<file path="src/rtl/lic_pkg.sv">
package lic_pkg;
   localparam int WIN_BYTES = 8;
   localparam int REG_BYTES = 4;
   localparam int MAX_LVT   = 6;

   typedef enum logic [3:0] {
      RG_NONE, RG_ID, RG_VER, RG_TPR, RG_EOI, RG_LDR, RG_DFR,
      RG_SVR, RG_ESR, RG_LVT, RG_INIT, RG_CUR, RG_DIV
   } lic_reg_e;

   localparam logic [31:0] LVT_RO_MASK = 32'h0000_5000;
   localparam logic [31:0] LDR_KEEP    = 32'hFF00_0000;
   localparam logic [31:0] DFR_FILL    = 32'h0FFF_FFFF;
   localparam logic [3:0]  DIV_KEEP    = 4'hB;

   localparam logic [31:0] LVT_BASE = 32'h320;
   localparam logic [31:0] LVT_STEP = 32'h10;
endpackage

</file>
<file path="src/rtl/lic_decode.sv">
module lic_decode
   import lic_pkg::*;
#(
   parameter int ADDR_W  = 12,
   parameter int NUM_LVT = 6
) (
   input  logic [ADDR_W-1:0] addr,
   output lic_reg_e          sel,
   output logic [2:0]        lvt_idx
);
   logic [31:0] base;

   always_comb begin
      base    = 32'(addr) & ~32'h7;
      sel     = RG_NONE;
      lvt_idx = '0;
      case (base)
         32'h020: sel = RG_ID;
         32'h030: sel = RG_VER;
         32'h080: sel = RG_TPR;
         32'h0B0: sel = RG_EOI;
         32'h0D0: sel = RG_LDR;
         32'h0E0: sel = RG_DFR;
         32'h0F0: sel = RG_SVR;
         32'h280: sel = RG_ESR;
         32'h380: sel = RG_INIT;
         32'h390: sel = RG_CUR;
         32'h3E0: sel = RG_DIV;
         default: sel = RG_NONE;
      endcase
      for (int i = 0; i < NUM_LVT; i++) begin
         if (base == LVT_BASE + LVT_STEP * 32'(i)) begin
            sel     = RG_LVT;
            lvt_idx = 3'(i);
         end
      end
   end
endmodule

</file>
<file path="src/rtl/lic_lane.sv">
module lic_lane
   import lic_pkg::*;
#(
   parameter int DATA_W = 32
) (
   input  logic [2:0]        lane,
   input  logic [3:0]        size,
   input  logic [DATA_W-1:0] wdata,
   input  logic [31:0]       cur,
   output logic [31:0]       merged,
   output logic [DATA_W-1:0] rdata,
   output logic              fits
);
   localparam int BUS_BYTES = DATA_W / 8;

   always_comb begin
      fits   = (size != 4'd0) && (int'(size) <= BUS_BYTES)
               && (int'(lane) + int'(size) <= WIN_BYTES);
      merged = cur;
      rdata  = '0;
      for (int b = 0; b < REG_BYTES; b++) begin
         int k;
         k = b - int'(lane);
         if (k >= 0 && k < int'(size) && k < BUS_BYTES)
            merged[8*b +: 8] = wdata[8*k +: 8];
      end
      for (int k = 0; k < BUS_BYTES; k++) begin
         int b;
         b = int'(lane) + k;
         if (k < int'(size) && b < REG_BYTES)
            rdata[8*k +: 8] = cur[8*b +: 8];
      end
   end
endmodule

</file>
<file path="src/rtl/lic_regbank.sv">
module lic_regbank
   import lic_pkg::*;
#(
   parameter int          ADDR_W      = 12,
   parameter int          DATA_W      = 32,
   parameter int          NUM_LVT     = 6,
   parameter int          ESR_W       = 8,
   parameter logic [31:0] VERSION_VAL = 32'h0005_0014
) (
   input  logic                  clk,
   input  logic                  rst_n,
   input  logic                  acc_valid,
   input  logic                  acc_write,
   input  logic [ADDR_W-1:0]     acc_addr,
   input  logic [3:0]            acc_size,
   input  logic [DATA_W-1:0]     acc_wdata,
   output logic [DATA_W-1:0]     acc_rdata,
   output logic                  acc_err,
   input  logic [ESR_W-1:0]      err_set,
   input  logic [31:0]           cur_count_in,
   output logic                  eoi_pulse,
   output logic [7:0]            exp_id,
   output logic [7:0]            exp_tpr,
   output logic [31:0]           exp_ldr,
   output logic [31:0]           exp_dfr,
   output logic                  exp_sw_en,
   output logic [ESR_W-1:0]      exp_esr,
   output logic [32*NUM_LVT-1:0] exp_lvt,
   output logic [31:0]           exp_init,
   output logic [3:0]            exp_div
);
   generate
      if (DATA_W != 32 && DATA_W != 64) begin : g_bad_data
         $error("lic_regbank: DATA_W must be 32 or 64");
      end
      if (NUM_LVT < 1 || NUM_LVT > MAX_LVT) begin : g_bad_lvt
         $error("lic_regbank: NUM_LVT out of range");
      end
      if (ADDR_W < 10 || ADDR_W > 31) begin : g_bad_addr
         $error("lic_regbank: ADDR_W must be 10..31");
      end
      if (ESR_W < 1 || ESR_W > 32) begin : g_bad_esr
         $error("lic_regbank: ESR_W must be 1..32");
      end
   endgenerate

   lic_reg_e          sel;
   logic [2:0]        lvt_idx;
   logic [31:0]       cur_val;
   logic [31:0]       merged;
   logic [DATA_W-1:0] lane_rdata;
   logic              fits;
   logic              legal, wr_en, rd_en;

   logic [31:0] svr_q;
   logic [31:0] lvt_q [NUM_LVT];
   logic        esr_armed;

   lic_decode #(.ADDR_W(ADDR_W), .NUM_LVT(NUM_LVT)) u_dec (
      .addr    (acc_addr),
      .sel     (sel),
      .lvt_idx (lvt_idx)
   );

   lic_lane #(.DATA_W(DATA_W)) u_lane (
      .lane   (acc_addr[2:0]),
      .size   (acc_size),
      .wdata  (acc_wdata),
      .cur    (cur_val),
      .merged (merged),
      .rdata  (lane_rdata),
      .fits   (fits)
   );

   assign legal = acc_valid && fits && (sel != RG_NONE);
   assign wr_en = legal && acc_write;
   assign rd_en = legal && !acc_write;

   // Current value of the selected register.
   always_comb begin
      cur_val = '0;
      case (sel)
         RG_ID:   cur_val = {24'h0, exp_id};
         RG_VER:  cur_val = VERSION_VAL;
         RG_TPR:  cur_val = {24'h0, exp_tpr};
         RG_LDR:  cur_val = exp_ldr;
         RG_DFR:  cur_val = exp_dfr;
         RG_SVR:  cur_val = svr_q;
         RG_ESR:  cur_val = 32'(exp_esr);
         RG_INIT: cur_val = exp_init;
         RG_CUR:  cur_val = cur_count_in;
         RG_DIV:  cur_val = {28'h0, exp_div};
         RG_LVT: begin
            for (int i = 0; i < NUM_LVT; i++)
               if (lvt_idx == 3'(i)) cur_val = lvt_q[i];
         end
         default: cur_val = '0;
      endcase
   end

   // Plain registers with their own write rules.
   always_ff @(posedge clk) begin
      if (!rst_n) begin
         exp_id    <= '0;
         exp_tpr   <= '0;
         exp_ldr   <= '0;
         exp_dfr   <= '0;
         svr_q     <= '0;
         exp_sw_en <= 1'b0;
         exp_init  <= '0;
         exp_div   <= '0;
      end else if (wr_en) begin
         case (sel)
            RG_ID:   exp_id  <= merged[7:0];
            RG_TPR:  exp_tpr <= merged[7:0];
            RG_LDR:  exp_ldr <= merged & LDR_KEEP;
            RG_DFR:  exp_dfr <= merged | DFR_FILL;
            RG_SVR: begin
               svr_q     <= merged;
               exp_sw_en <= merged[8];
            end
            RG_INIT: exp_init <= merged;
            RG_DIV:  exp_div  <= merged[3:0] & DIV_KEEP;
            default: ;
         endcase
      end
   end

   // Vector table entries: read-only status bits keep their value.
   generate
      for (genvar gi = 0; gi < NUM_LVT; gi++) begin : g_lvt
         always_ff @(posedge clk) begin
            if (!rst_n)
               lvt_q[gi] <= '0;
            else if (wr_en && sel == RG_LVT && lvt_idx == 3'(gi))
               lvt_q[gi] <= (merged & ~LVT_RO_MASK) | (lvt_q[gi] & LVT_RO_MASK);
         end
         assign exp_lvt[32*gi +: 32] = lvt_q[gi];
      end
   endgenerate

   // Error status: external bits accumulate, clearing needs arm then clear.
   always_ff @(posedge clk) begin
      if (!rst_n) begin
         exp_esr   <= '0;
         esr_armed <= 1'b0;
      end else begin
         if (wr_en && sel == RG_ESR && esr_armed) begin
            exp_esr   <= err_set;
            esr_armed <= 1'b0;
         end else begin
            exp_esr <= exp_esr | err_set;
            if (wr_en && sel == RG_ESR)
               esr_armed <= 1'b1;
            else if (rd_en && sel == RG_ESR)
               esr_armed <= 1'b0;
         end
      end
   end

   // Registered bus response and end-of-interrupt strobe.
   always_ff @(posedge clk) begin
      if (!rst_n) begin
         acc_rdata <= '0;
         acc_err   <= 1'b0;
         eoi_pulse <= 1'b0;
      end else begin
         acc_rdata <= rd_en ? lane_rdata : '0;
         acc_err   <= acc_valid && !legal;
         eoi_pulse <= wr_en && sel == RG_EOI;
      end
   end
endmodule

</file>
<file path="config.mk">
export PLATFORM = sky130hd
export DESIGN_NAME = lic_regbank
export DESIGN_NICKNAME = d
export VERILOG_FILES = /design/src/rtl/lic_pkg.sv /design/src/rtl/lic_decode.sv /design/src/rtl/lic_lane.sv /design/src/rtl/lic_regbank.sv
export SDC_FILE = /design/constraint.sdc
export NUM_CORES = 1
export LEC_CHECK = 0
export BUFFER_PORTS_ARGS = -buffer_cell sky130_fd_sc_hd__buf_4
export CAP_MARGIN = 5
export CORE_MARGIN = 10
export CORE_UTILIZATION = 49
export CTS_CLUSTER_SIZE = 12
export DETAILED_ROUTE_END_ITERATION = 10
export PLACE_DENSITY = 0.74
export SYNTH_ARGS = -nofsm -noshare
export SYNTH_HDL_FRONTEND = slang
export SYNTH_SLANG_ARGS = --single-unit
</file>
<file path="constraint.sdc">
create_clock -name clk -period 5.5 [get_ports clk]
set_clock_uncertainty 0.2 [all_clocks]
set_input_delay 0 -clock clk [delete_from_list [all_inputs] [get_ports clk]]
set_output_delay 0 -clock clk [all_outputs]
set_load 0.02 [all_outputs]
</file>
==> metrics.yaml <==
timing:
  drv_slew: 0
  setup_viol: 0
  worst_slew_margin_rel_pct: 20.86
  fin_tns_setup_ns: 0
  period_share_pct: 84.24
  fmax_ghz: 0.2158
  worst_pin_slew_ns: 1.187
  finalHoldViolCount: 1
  hold_slack_ns: -0.01637
  rsz0062_at_grt: "false"
  layout_min_cycle_time_ns: 4.633
die:
  ios: 443
  coreArea_sq_mm: 0.03548
  dieArea_sq_mm: 0.04381
  die_x_um: 209.3
  initial_utilization_pct: 49.50
  die_y_um: 209.3
  rows: 69
power_and_ir_drop:
  pwr-share-clk_pct: 41.2
  combPwrFrac_pct: 12.9
  p_int_mw: 4.144
  p_leak_nw: 8.447
  vdd_drop_max_mv: 0.1838
  p_sw_mw: 1.563
  power_density_mw_per_mm2: 256.1
  p_sw_share_pct: 27.39
  pwr-share-seq_pct: 45.9
cells_and_area:
  fin_nets: 2295
  final_util_pct: 62.79
  areaGrowthSynthToFinish_pct: 26.86
  fin_area_sq_mm: 0.02228
  fillers: 2974
  diodes: 0
  drive_gt1_share_pct: 27.62
global_route:
  use_met3_pct: 10.16
  grt_util_met1_pct: 43.77
  track_usage_pct: 35.91
  grt_pass1_vias: 17350
  overflow: 0
  grt_max_degree: 87
  top_usage_layer: "met2"
  met2_usage_pct: 56.61
  grt_pass1_wl_mm: 119.5
  antenna_found_initial: 0
yosys:
  synth_cells: 1809
  yosysWarnings: 0
  synth.area.top_cells: "edfxtp_1 (31%), dfxtp_1 (16%), nor2_1 (5.3%)"
  synthMostInstantiatedCell: "nor2_1"
  yosysTopAreaCell: "edfxtp_1"
  synth_cell_types: 104
  syn_avg_cell_area_sq_um: 9.709
  ys.flop_type: "edfxtp_1"
  synthArstFlopShare_pct: 0
  synth_seq_cells: 319
  synth-seq-area-share_pct: 46.62
  yosysTopAreaCellShare_pct: 30.78
  syn_area_sq_mm: 0.01756
  synth_common_cells: "nor2_1 (246), edfxtp_1 (180), dfxtp_1 (139)"
  synth_edf_count: 180
placement:
  place.detailed.hpwl_mm: 59.89
  portBuffers: 405
  routabilityCongestion: 1.048
  place_area_sq_mm: 0.02058
flow_run:
  maxCapViolCount: 0
detailed_routing:
  first_iter_violations: 2840
  post_drt_wl_per_cell_um: 31.00
  num_vias: 18040
  final_antenna_net_count: 0
  drc: 0
  firstDrtPassIters: 6
  routed_wl_mm: 82.65
  vias_per_cell: 6.765
worst_setup_path:
  end_kind: "register"
  critPathRequiredTime_ns: 5.78
  worstPathCellList: "dlygate4sd3_1, buf_4, nor4b_4, nand3_1, a311oi_4, o21ai_0, nand3_1, o211ai_1, dlygate4sd3_1, a21boi_0, dlygate4sd3_1"
  path_class: "input pin to register"
  crit_family: "buffers and inverters"
  crit_arrival_ns: 4.91
  cp.buffers_inverters: 4
  cp_slowest_cell: "a311oi_4"
  cpMostUsedCell: "dlygate4sd3_1"
  worst_setup_path_start_kind: "input pin"
  r2r_slack_ns: 1.74
  critPathMaxStageDelay_ns: 1.13
  crit_fanout: 22
cts:
  clock-sinks: 319
  clockBufferDepth: 3
  path_clk_slew_ns: 0.06
  post_cts_buffers: 0
  cts_max_level: 2
  cts_tree: "built"
  cts-root-buf: "clkbuf_16"
  worstSkewPairLatency_ns: 0.55
  cts_buffers: 36
status:
  violations: "negative hold slack"
  status: "finished, violations left"
min_path:
  hp-class: "input pin to register"
registers in the layout, indices dropped and copies added, names as in the netlist:
| signal | cells |
|---|---|
| lvt_q | 180 |
| acc_rdata | 32 |
| exp_init | 32 |
| svr_q | 32 |
| exp_esr | 8 |
| exp_id | 8 |
| exp_ldr | 8 |
| exp_tpr | 8 |
| exp_dfr | 5 |
| exp_div | 3 |
| acc_err | 1 |
| eoi_pulse | 1 |
| esr_armed | 1 |
tightest hold or removal path, stage by stage:
cell and delay [ns]:
buf_4 0.08, a22oi_1 0.07, o211ai_1 0.19, nand2_1 0.09, a21oi_1 0.23
routing by layer:
metal / up-vias / part of all wire, %
met5: - / 0
met4: 0 / 6.4
met3: 306 / 14
met2: 1676 / 45
met1: 8537 / 34
li1: 7516 / -
what timing repair did:
| item | CTS | global route |
|---|---|---|
| hold buffers | 57 | 0 |
| endpoints found under the hold margin | 130 | 0 |
| resized for setup | 0 | 0 |
path summary, 6_finish.rpt:
check,to,cells past startpoint,startpoint
worst max register to register,acc_rdata[4],8,exp_dfr[27]
worst max-delay path,acc_rdata[4],11,acc_addr[10]
worst min register to register,svr_q[6],2,svr_q[6]
worst min-delay path,acc_rdata[9],5,cur_count_in[9]
final cells by class:
class,count,area [sq um],area share [%]
clock buffers,51,997.2,4.476
clock inverters,15,131.4,0.5897
well taps,461,576.8,2.589
inverters,24,90.09,0.4043
repair buffers,517,4036,18.12
multi-input cells,1279,8260,37.08
flip-flops and latches,319,8188,36.75
cells in the final DEF (no fill, tap or decap), types with 20 or more instances in the layout:
cell type / synthesis / final
inv_1: 23 / 23
nand4_1: 35 / 35
nand2_1: 109 / 109
o21ai_0: 93 / 88
mux2i_1: 29 / 29
nand3_1: 79 / 79
o211ai_1: 40 / 40
dfxtp_1: 139 / 139
dlygate4sd3_1: 0 / 57
conb_1: 1 / 37
ha_1: 24 / 24
clkbuf_16: 0 / 36
buf_4: 73 / 459
o221ai_1: 20 / 20
nor2_1: 246 / 245
nor3_1: 34 / 33
edfxtp_1: 180 / 180
a31oi_1: 27 / 27
a21oi_1: 115 / 115
o31a_1: 20 / 20
power by group through the flow:
| stage | clock (mW) | sequential [mW] | combinational, mW |
|---|---|---|---|
| floorplan | 0 | 2.71 | 0.336 |
| global placement | 0 | 2.67 | 0.680 |
| detailed placement | 0 | 2.67 | 0.683 |
| CTS | 2.34 | 2.62 | 0.713 |
| global route | 2.45 | 2.62 | 0.759 |
| finish | 2.35 | 2.62 | 0.735 |
cells by family (layout without fill, tap and decap cells):
group           Yosys count  count (layout)  share of synthesized area [%]
xor+xnor                  3               3                         0.1496
flops                   319             319                          46.62
other cells               1              37                        0.02135
simple gates            621             621                          17.53
compound gates          537             537                          21.74
mux                      54              54                          4.410
fa+ha+maj                27              27                          1.995
buf+inv                 247             607                          7.537
per-stage QoR:
step / power, mW / setup WS [ns] / instances
final: 5.707 / 0.8670 / 2666
after global routing: 5.824 / 0.6032 / 2666
after CTS: 5.672 / 0.9952 / 2666
after detailed placement: 3.349 / 1.507 / 2543
after global placement: 3.346 / 1.581 / 2543
after floorplan: 3.050 / 0.1576 / 1845
(Power assumes the default switching activity.)
